--- config.mk ---
export PLATFORM = sky130hd
export DESIGN_NAME = noteSeqTop
export DESIGN_NICKNAME = d
export VERILOG_FILES = /design/src/rtl/noteSeqPkg.sv /design/src/rtl/seqCtrl.sv /design/src/rtl/seqDatapath.sv /design/src/rtl/noteSeqTop.sv
export SDC_FILE = /design/constraint.sdc
export NUM_CORES = 1
export LEC_CHECK = 0
export BUFFER_PORTS_ARGS = -buffer_cell sky130_fd_sc_hd__clkbuf_2
export CORE_MARGIN = 10
export CORE_UTILIZATION = 30
export DETAILED_ROUTE_END_ITERATION = 6
export HOLD_SLACK_MARGIN = 0.12
export SETUP_SLACK_MARGIN = 0.02
export SLEW_MARGIN = 15
export SYNTH_ARGS = -nofsm -noshare
export SYNTH_HDL_FRONTEND = slang
export SYNTH_HIERARCHICAL = 1
export SYNTH_SLANG_ARGS = --single-unit
--- constraint.sdc ---
create_clock -name clk -period 6.29 [get_ports clk]
set_input_delay 0.9435 -clock clk [delete_from_list [all_inputs] [get_ports clk]]
set_output_delay 0.9435 -clock clk [all_outputs]
set_load 0.01 [all_outputs]
--- src/rtl/noteSeqPkg.sv ---
package noteSeqPkg;
  localparam int NUM_CH        = 3;
  localparam int ENV_DEPTH     = 32;
  localparam int VIB_DEPTH     = 8;
  localparam int PER_W         = 12;
  localparam int AMP_W         = 4;
  localparam int LEN_W         = 8;
  localparam int VIB_W         = 8;
  localparam int VIB_LIM_FIRST = 6;
  localparam int ENV_AW        = $clog2(ENV_DEPTH);
  localparam int VIB_AW        = $clog2(VIB_DEPTH);
  localparam int VC_W          = VIB_AW + 1;
  localparam int SUM_W         = PER_W + 2;

  typedef struct packed {
    logic [NUM_CH-1:0] loadNote;
    logic [NUM_CH-1:0] playStep;
    logic [NUM_CH-1:0] muteStep;
  } seqStrobes_t;
endpackage

--- src/rtl/seqCtrl.sv ---
module seqCtrl
  import noteSeqPkg::*;
(
  input  logic                              clk,
  input  logic                              rstN,
  input  logic                              tick,
  input  logic [NUM_CH-1:0]                 noteStart,
  input  logic [LEN_W-1:0]                  noteLen,
  output seqStrobes_t                       strb,
  output logic [NUM_CH-1:0][ENV_AW-1:0]     envSel,
  output logic [NUM_CH-1:0][VIB_AW-1:0]     vibSel
);
  logic [NUM_CH-1:0] playV;
  logic [NUM_CH-1:0] muteV;

  genvar c;
  generate
    for (c = 0; c < NUM_CH; c++) begin : g_ch
      localparam int LIMIT = VIB_LIM_FIRST + c;
      logic [LEN_W-1:0]  remain, remainEff;
      logic [ENV_AW-1:0] envIdx, envEff;
      logic [VC_W-1:0]   vibCnt, vibEff, vibNext;
      logic              playing;

      // a start in this cycle is applied before any tick in the same cycle
      always_comb begin
        remainEff = noteStart[c] ? noteLen : remain;
        envEff    = noteStart[c] ? '0 : envIdx;
        vibEff    = noteStart[c] ? '0 : vibCnt;
        vibNext   = vibEff + 1'b1;
        playing   = (remainEff != '0);
      end

      assign playV[c]  = tick & playing;
      assign muteV[c]  = tick & ~playing;
      assign envSel[c] = envEff;
      assign vibSel[c] = vibNext[VIB_AW-1:0];

      always_ff @(posedge clk) begin
        if (!rstN) begin
          remain <= '0;
          envIdx <= '0;
          vibCnt <= '0;
        end else if (tick && playing) begin
          remain <= remainEff - 1'b1;
          envIdx <= (envEff == ENV_AW'(ENV_DEPTH - 1)) ? envEff : envEff + 1'b1;
          vibCnt <= (vibNext == VC_W'(LIMIT)) ? '0 : vibNext;
        end else if (noteStart[c]) begin
          remain <= noteLen;
          envIdx <= '0;
          vibCnt <= '0;
        end
      end
    end
  endgenerate

  assign strb.loadNote = noteStart;
  assign strb.playStep = playV;
  assign strb.muteStep = muteV;
endmodule

--- src/rtl/seqDatapath.sv ---
module seqDatapath
  import noteSeqPkg::*;
(
  input  logic                              clk,
  input  logic                              rstN,
  input  seqStrobes_t                       strb,
  input  logic [NUM_CH-1:0][ENV_AW-1:0]     envSel,
  input  logic [NUM_CH-1:0][VIB_AW-1:0]     vibSel,
  input  logic [PER_W-1:0]                  notePeriod,
  input  logic                              envWrEn,
  input  logic [ENV_AW-1:0]                 envWrAddr,
  input  logic [AMP_W-1:0]                  envWrData,
  input  logic                              vibWrEn,
  input  logic [VIB_AW-1:0]                 vibWrAddr,
  input  logic [VIB_W-1:0]                  vibWrData,
  output logic [NUM_CH-1:0][AMP_W:0]        chanAmp,
  output logic [NUM_CH-1:0][PER_W-1:0]      chanPeriod
);
  logic [AMP_W-1:0]        envTab [ENV_DEPTH];
  logic [VIB_W-1:0]        vibTab [VIB_DEPTH];
  logic [PER_W-1:0]        basePer [NUM_CH];
  logic [PER_W-1:0]        baseEff [NUM_CH];
  logic [VIB_W-1:0]        offRaw  [NUM_CH];
  logic signed [SUM_W-1:0] sumV    [NUM_CH];
  logic [PER_W-1:0]        satPer  [NUM_CH];

  always_ff @(posedge clk) begin
    if (!rstN) begin
      for (int i = 0; i < ENV_DEPTH; i++) envTab[i] <= '0;
      for (int i = 0; i < VIB_DEPTH; i++) vibTab[i] <= '0;
    end else begin
      if (envWrEn) envTab[envWrAddr] <= envWrData;
      if (vibWrEn) vibTab[vibWrAddr] <= vibWrData;
    end
  end

  always_comb begin
    for (int c = 0; c < NUM_CH; c++) begin
      baseEff[c] = strb.loadNote[c] ? notePeriod : basePer[c];
      offRaw[c]  = vibTab[vibSel[c]];
      sumV[c]    = $signed({2'b00, baseEff[c]})
                 + $signed({{(SUM_W-VIB_W){offRaw[c][VIB_W-1]}}, offRaw[c]});
      if (sumV[c][SUM_W-1])      satPer[c] = '0;
      else if (sumV[c][PER_W])   satPer[c] = '1;
      else                       satPer[c] = sumV[c][PER_W-1:0];
    end
  end

  always_ff @(posedge clk) begin
    for (int c = 0; c < NUM_CH; c++) begin
      if (!rstN) begin
        basePer[c]    <= '0;
        chanAmp[c]    <= '0;
        chanPeriod[c] <= '0;
      end else begin
        if (strb.loadNote[c]) basePer[c] <= notePeriod;
        if (strb.playStep[c]) begin
          chanAmp[c]    <= {1'b0, envTab[envSel[c]]};
          chanPeriod[c] <= satPer[c];
        end else if (strb.muteStep[c]) begin
          chanAmp[c]    <= '0;
        end
      end
    end
  end
endmodule

--- src/rtl/noteSeqTop.sv ---
module noteSeqTop
  import noteSeqPkg::*;
(
  input  logic                              clk,
  input  logic                              rstN,
  input  logic                              tick,
  input  logic [NUM_CH-1:0]                 noteStart,
  input  logic [PER_W-1:0]                  notePeriod,
  input  logic [LEN_W-1:0]                  noteLen,
  input  logic                              envWrEn,
  input  logic [ENV_AW-1:0]                 envWrAddr,
  input  logic [AMP_W-1:0]                  envWrData,
  input  logic                              vibWrEn,
  input  logic [VIB_AW-1:0]                 vibWrAddr,
  input  logic [VIB_W-1:0]                  vibWrData,
  output logic [NUM_CH-1:0][AMP_W:0]        chanAmp,
  output logic [NUM_CH-1:0][PER_W-1:0]      chanPeriod
);
  seqStrobes_t                   strb;
  logic [NUM_CH-1:0][ENV_AW-1:0] envSel;
  logic [NUM_CH-1:0][VIB_AW-1:0] vibSel;

  seqCtrl i_ctrl (
    .clk(clk), .rstN(rstN), .tick(tick), .noteStart(noteStart),
    .noteLen(noteLen), .strb(strb), .envSel(envSel), .vibSel(vibSel)
  );

  seqDatapath i_dp (
    .clk(clk), .rstN(rstN), .strb(strb), .envSel(envSel), .vibSel(vibSel),
    .notePeriod(notePeriod),
    .envWrEn(envWrEn), .envWrAddr(envWrAddr), .envWrData(envWrData),
    .vibWrEn(vibWrEn), .vibWrAddr(vibWrAddr), .vibWrData(vibWrData),
    .chanAmp(chanAmp), .chanPeriod(chanPeriod)
  );
endmodule

==> results of run 1 <==
cells in the final DEF, fill, tap and decap left out, types with 51 or more instances in the layout:
master    instances
and2_1          196
clkbuf_2         94
dfxtp_1          98
edfxtp_1        228
ha_1             52
mux2_2           56
mux2i_1          51
mux4_2          156
nand2_1         102
nor2_1          119
o21ai_0          57
state kept, by name, indices dropped and copies added (netlist names):
signal and count:
i_ctrl/g_ch.vibCnt 11, i_dp/chanPeriod 36, i_dp/envTab 128, i_dp/basePer 36
i_ctrl/g_ch.envIdx 15, i_dp/vibTab 64, i_dp/chanAmp 12, i_ctrl/g_ch.remain 24
where the power goes:
group          switching [W]  total (W)  internal (W)
Clock               0.000959    0.00248       0.00152
Sequential          0.000113    0.00257       0.00246
Combinational       0.000669    0.00119      0.000517
cells by family (layout without fill, tap and decap cells):
kind of cell               after synthesis  count (layout)  share of synthesized area, %
AOI/OAI and AO/OA                      258             258                          8.88
and+or+nand+nor                        604             604                          15.9
xor gates and xnor gates                58              58                          2.54
DFF                                    326             326                          42.8
adders and majority gates               55              55                          3.46
other                                    1               4                        0.0182
buffers and inverters                  140             217                          3.40
muxes                                  267             267                          23.0
layer usage:
layer	share of wire (%)	vias to the layer above	wire length [um]	track usage [%]
li1	-	6553	-	-
met1	43	6989	24000	18.3
met2	47	489	25900	22.4
met3	8.0	83	4430	3.34
met4	2.1	10	1200	3.72
met5	0.11	-	60	0
through the flow:
stage	hold WS (ps)	setup slack, ps
after floorplan	468	1110
after global placement	437	647
after detailed placement	440	528
after CTS	451	1120
after global routing	465	679
final	447	1040
layout make-up:
type	count	area (um2)	share of cell area (%)
Clock inverter	28	412	1.77
Timing Repair Buffer	126	711	3.06
Multi-Input combinational cell	1245	11100	47.9
Antenna cell	1	2.50	0.0108
Clock buffer	43	991	4.27
Sequential cell	326	8810	38.0
Inverter	20	75.1	0.324
Tap cell	873	1090	4.71
worst max-delay path: cells and delay by family:
kind / cells / cell delay, ps
fa+ha+maj: 3 / 920
xor+xnor: 2 / 570
mux: 1 / 350
buf+inv: 4 / 1140
compound gates: 6 / 1530
simple gates: 1 / 210
final timing paths:
kind,to,cells past startpoint,slack (ps),from
setup / recovery,i_dp/chanPeriod[22]$_SDFFE_PN0P_,17,1040,noteStart[1]
hold / removal,i_dp/chanPeriod[12]$_SDFFE_PN0P_,2,450,i_dp/chanPeriod[12]$_SDFFE_PN0P_
setup reg to reg,i_dp/chanPeriod[22]$_SDFFE_PN0P_,14,1610,i_ctrl/g_ch[1].vibCnt[1]$_SDFF_PN0_
hold reg to reg,i_dp/chanPeriod[12]$_SDFFE_PN0P_,2,450,i_dp/chanPeriod[12]$_SDFFE_PN0P_
==> flow_summary.yaml, run 1 <==
outcome:
  status: "finished clean"
cts:
  clockBufferDepth: 3
  cts_tree: "built"
  root_buffer: "clkbuf_16"
  cts_sinks: 326
  cts_setup_buffers: 0
  post_cts_resized: 0
  path_clk_slew_ps: 50
  postCtsHoldBufs: 0
  worst_skew_pair.late_latency_ps: 580
  cts_htree_levels: 2
  cts_buffers: 39
worst_setup_path:
  cp-end-kind: "flip-flop"
  max_stage_delay_ps: 620
  crit_fanout: 28
  cp-start-kind: "input port"
  crit_path_top_delay_cell: "a2111oi_0"
  path_cells: "clkbuf_2 -> nand2b_1 -> buf_4 -> inv_1 -> ha_1 -> xnor2_1 -> buf_4 -> mux2_2 -> ha_1 -> fa_1 -> a21o_1 -> a31oi_1 -> a21boi_1 -> a31oi_1 -> xnor2_1 -> a2111oi_0 -> o21ai_1"
  required_ps: 6700
  worst-endpoint-arrival_ps: 5660
  path_class: "in2reg"
global_routing:
  grt_first_pass_wirelength_mm: 85.9
  antenna_found_initial: 6
  grt_max_degree: 69
  globalRouteTotalUtil_pct: 13.9
  grt.overflow.total: 0
  grt_pass1_vias: 14168
route:
  final_antenna_net_count: 0
  firstDrtPassIters: 7
  num_vias: 14124
  drt_wl_total_mm: 55.6
  wl_per_cell_um: 20.9
  vias_per_cell: 5.31
  route.detailed.drc: 0
  drtIter0Drc: 1196
timing:
  grt_setup_unrepaired: "false"
  finalCriticalPeriod_ps: 5250
  fmax_mhz: 191
  slew_viol_final: 0
  max_slew.worst_pin.slew_ps: 1120
  worst_slew_margin_rel_pct: 24.5
  hold_viol: 0
  fin_tns_setup_ps: 0
  setup_viol_count_final: 0
  finClkSkew_ps: 40.3
  finalCritPeriodShare_pct: 83.4
floorplanning:
  core_area_um2: 67500
  die_area_um2: 79400
  die_w_um: 282
  die_h_um: 282
  num_io_pins: 99
  rows: 95
  start_util_pct: 30.5
worst_hold_path:
  hp-class: "reg2reg"
yosys:
  syn-mean-instance-area_um2: 12.0
  yosys.area.top_type: "edfxtp_1"
  syn-cell-area_um2: 20600
  ys_types: 72
  netlist_top_cells_count: "228 x edfxtp_1, 196 x and2_1, 156 x mux4_2, 119 x nor2_1, 102 x nand2_1"
  synth_flop_cell: "edfxtp_1"
  synth_area_leaders: "edfxtp_1 33%, mux4_2 17%, dfxtp_1 9.5%, and2_1 6.0%, ha_1 3.2%"
  ys_seq_area_share_pct: 42.8
  synth_enable_flop_cells: 228
  yosys.area.top_type_share_pct: 33.3
  ys_warn_count: 6
  syn_inst: 1709
  ys_seq_elements: 326
  synth_most_common_cell: "edfxtp_1"
  synthArstFlopShare_pct: 0
run:
  timing.max_cap.violations: 0
finish:
  drive_gt1_share_pct: 26.8
  final_cells: 2662
  nFillCells: 6613
  nNetsFinal: 1861
  area_delta_synth_final_pct: 12.8
  fin_area_um2: 23200
  finish.utilization_pct: 34.4
pwr:
  power_density_nw_per_um2: 269
  ir_drop_mv: 0.152
  total_power_w: 0.00624
  cellLeakagePower_nw: 8.27
placement:
  port_buffers: 95
  place.gp.congestion: 0.899
  place_hpwl_mm: 40.8
  post_dp_cell_area_um2: 21800
  dpl.cell_count: 2590
(Power assumes the default switching activity.)
==> inputs of run 2 (changes only) <==
--- a/config.mk
+++ b/config.mk
@@ -5,6 +5,7 @@
 export SDC_FILE = /design/constraint.sdc
 export NUM_CORES = 1
 export LEC_CHECK = 0
+export ABC_AREA = 1
 export BUFFER_PORTS_ARGS = -buffer_cell sky130_fd_sc_hd__clkbuf_2
 export CORE_MARGIN = 10
 export CORE_UTILIZATION = 30
==> constraint.sdc (replaced) <==
create_clock -name clk -period 4.61 [get_ports clk]
set_input_delay 0.6915 -clock clk [delete_from_list [all_inputs] [get_ports clk]]
set_output_delay 0.6915 -clock clk [all_outputs]
set_load 0.01 [all_outputs]
==> flow_summary.yaml, run 2 <==
outcome:
  status: "finished clean"
finish:
  area_delta_synth_final_pct: 11.4
  nNetsFinal: 3300
  nFillCells: 7713
  layout_common_cells: "1187 x nand2_1, 389 x nor2_1, 304 x nand3_1, 232 x inv_1, 228 x edfxtp_1"
  top_register: "i_dp/envTab"
  drive_gt1_share_pct: 9.15
  reg_top3: "i_dp/envTab (128), i_dp/vibTab (64)"
  largest_reg_flops: 128
  final_common_cell: "nand2_1"
worst_setup_path:
  critPathTopFamily: "simple AND/OR/NAND/NOR gates"
  cp_num_buf_inv: 2
  worstReg2RegEnd: "i_dp/chanPeriod[35]$_SDFFE_PN0P_"
  cp-end-kind: "flip-flop"
  regToRegStartpoint: "i_ctrl/g_ch[2].vibCnt[0]$_SDFF_PN0_"
  max_stage_delay_ps: 900
  path_class: "reg2reg"
  cp-start-kind: "flip-flop"
  worst-endpoint-arrival_ps: 4240
  required_ps: 5040
  path_cells: "nand2_1 -> xnor2_2 -> inv_2 -> a21oi_1 -> a31oi_1 -> ha_1 -> fa_1 -> nand3_1 -> nand3_1 -> nand3_1 -> inv_1 -> nor2_1 -> nand2_1 -> nand2_1 -> nand2_1 -> nand2_1 -> a21oi_1"
  cp_common_cell: "nand2_1"
  crit_path_top_delay_cell: "xnor2_2"
  r2r_cells: 17
  rrSetupSlack_ps: 800
  crit_fanout: 25
timing:
  setup_viol_count_final: 0
  finalCriticalPeriod_ps: 3810
  worst_slew_margin_rel_pct: 20.5
  grt_setup_unrepaired: "false"
  finalCritPeriodShare_pct: 82.7
  finClkSkew_ps: 32.6
  max_slew.worst_pin.slew_ps: 1190
  slew_viol_final: 0
  fmax_mhz: 262
  hold_viol: 0
  fin_tns_setup_ps: 0
yosys:
  netlist_top_cells_count: "1187 x nand2_1, 395 x nor2_1, 304 x nand3_1, 234 x inv_1, 228 x edfxtp_1"
  syn-cell-area_um2: 21700
  yosys.area.top_type_share_pct: 31.5
  syn-mean-instance-area_um2: 6.84
  synth_area_leaders: "edfxtp_1 32%, nand2_1 21%, dfxtp_1 9.0%, nand3_1 7.0%, nor2_1 6.8%"
  synth_flop_cell: "edfxtp_1"
  ys_types: 37
  ys_seq_area_share_pct: 40.6
  syn_inst: 3175
  ys_warn_count: 6
  synth_most_common_cell: "nand2_1"
  synthArstFlopShare_pct: 0
  ys_seq_elements: 326
  yosys.area.top_type: "edfxtp_1"
  synth_enable_flop_cells: 228
run:
  timing.max_cap.violations: 0
route:
  wl_per_cell_um: 17.0
  drt_wl_total_mm: 70.8
  firstDrtPassIters: 6
  num_vias: 20741
  drtIter0Drc: 2174
  final_antenna_net_count: 0
  route.detailed.drc: 0
  vias_per_cell: 4.97
pwr:
  ir_drop_mv: 0.200
  cellLeakagePower_nw: 10.8
  power_density_nw_per_um2: 347
  total_power_w: 0.00839
global_routing:
  grt.busiest_layer: "met2"
  grt_max_degree: 69
  met2_usage_pct: 24.8
  grt_first_pass_wirelength_mm: 109
  grt_pass1_vias: 18958
  antenna_found_initial: 5
  gr-usage-met1_pct: 22.9
  globalRouteTotalUtil_pct: 16.4
  grt.overflow.total: 0
  met3_usage_pct: 3.77
floorplanning:
  num_io_pins: 99
  core_area_um2: 71600
  start_util_pct: 30.3
  die_w_um: 289
  die_h_um: 289
  rows: 98
  die_area_um2: 83500
placement:
  place.gp.congestion: 0.920
  place_hpwl_mm: 49.1
  port_buffers: 95
cts:
  postCtsHoldBufs: 0
  cts_tree: "built"
  path_clk_slew_ps: 70
  post_cts_resized: 0
  clockBufferDepth: 3
  worst_skew_pair.late_latency_ps: 580
  cts_buffers: 36
  cts_sinks: 326
  root_buffer: "clkbuf_16"
  cts_setup_buffers: 0
  cts_htree_levels: 2
worst_hold_path:
  worstHoldEndpoint: "i_dp/chanAmp[6]$_SDFFE_PN0P_"
  holdPathStages: 2
  hp-start: "i_dp/chanAmp[6]$_SDFFE_PN0P_"
  hp-class: "reg2reg"
-- run 2: logic make-up after synthesis --
logic type | synth area share, %
flip-flops | 40.6
XOR/XNOR | 1.49
adder cells (fa/ha/maj) | 3.27
AO/OA/AOI/OAI | 10.1
AND/OR/NAND/NOR | 36.7
other | 0.0173
buffers and inverters | 7.86
-- run 2: through the flow --
step / util (%) / cells / worst slack [ps] / hold slack [ps] / area, um2
floorplan: - / 3177 / 836 / 465 / 21700
global placement: 32.1 / 4109 / 262 / 454 / 23000
detailed placement: 32.1 / 4109 / 280 / 456 / 23000
CTS: 33.8 / 4174 / 837 / 465 / 24200
global route: 33.8 / 4174 / 470 / 485 / 24200
finish: 33.8 / 4175 / 798 / 463 / 24200
-- run 2: worst register-to-register path, delay by kind of cell, from the launching register on --
kind	cells	cell delay, ps
simple gates	9	1090
flops	1	310
xor+xnor	1	900
buf+inv	2	270
compound gates	3	350
fa+ha+maj	2	740
-- run 2: per-layer routing --
layer	share of wire [%]	wire, um	up-vias
li1	-	-	10320
met1	45	31900	9505
met2	43	30600	788
met3	9.0	6380	118
met4	2.7	1900	10
met5	0.086	61	-
-- run 2: worst max-delay path by stage --
| stage | start | end | cells past startpoint |
|---|---|---|---|
| 3_5_place_dp | noteStart[2] | i_dp/chanPeriod[35]$_SDFFE_PN0P_ | 19 |
| 5_1_grt | i_ctrl/g_ch[2].vibCnt[0]$_SDFF_PN0_ | i_dp/chanPeriod[34]$_SDFFE_PN0P_ | 16 |
| 3_3_place_gp | noteStart[2] | i_dp/chanPeriod[35]$_SDFFE_PN0P_ | 19 |
| 2_1_floorplan | noteStart[1] | i_dp/chanPeriod[19]$_SDFFE_PN0P_ | 22 |
| 4_1_cts | i_ctrl/g_ch[2].vibCnt[0]$_SDFF_PN0_ | i_dp/chanPeriod[35]$_SDFFE_PN0P_ | 17 |
| 6_report | i_ctrl/g_ch[2].vibCnt[0]$_SDFF_PN0_ | i_dp/chanPeriod[35]$_SDFFE_PN0P_ | 17 |
-- run 2: power breakdown --
part / total [W] / internal, W / switching, W
clock network: 0.00298 / 0.00171 / 0.00127
logic: 0.00192 / 0.000617 / 0.00130
registers: 0.00349 / 0.00335 / 0.000140
total: 0.00839 / 0.00568 / 0.00271
-- run 2: area by class of cell --
class	count	area, um2	area share, %
Inverter	252	946	3.91
Sequential cell	326	8810	36.4
Clock inverter	17	204	0.843
Tap cell	950	1190	4.92
Multi-Input combinational cell	2444	11200	46.5
Clock buffer	48	998	4.13
Antenna cell	1	2.50	0.0103
Timing Repair Buffer	137	793	3.28
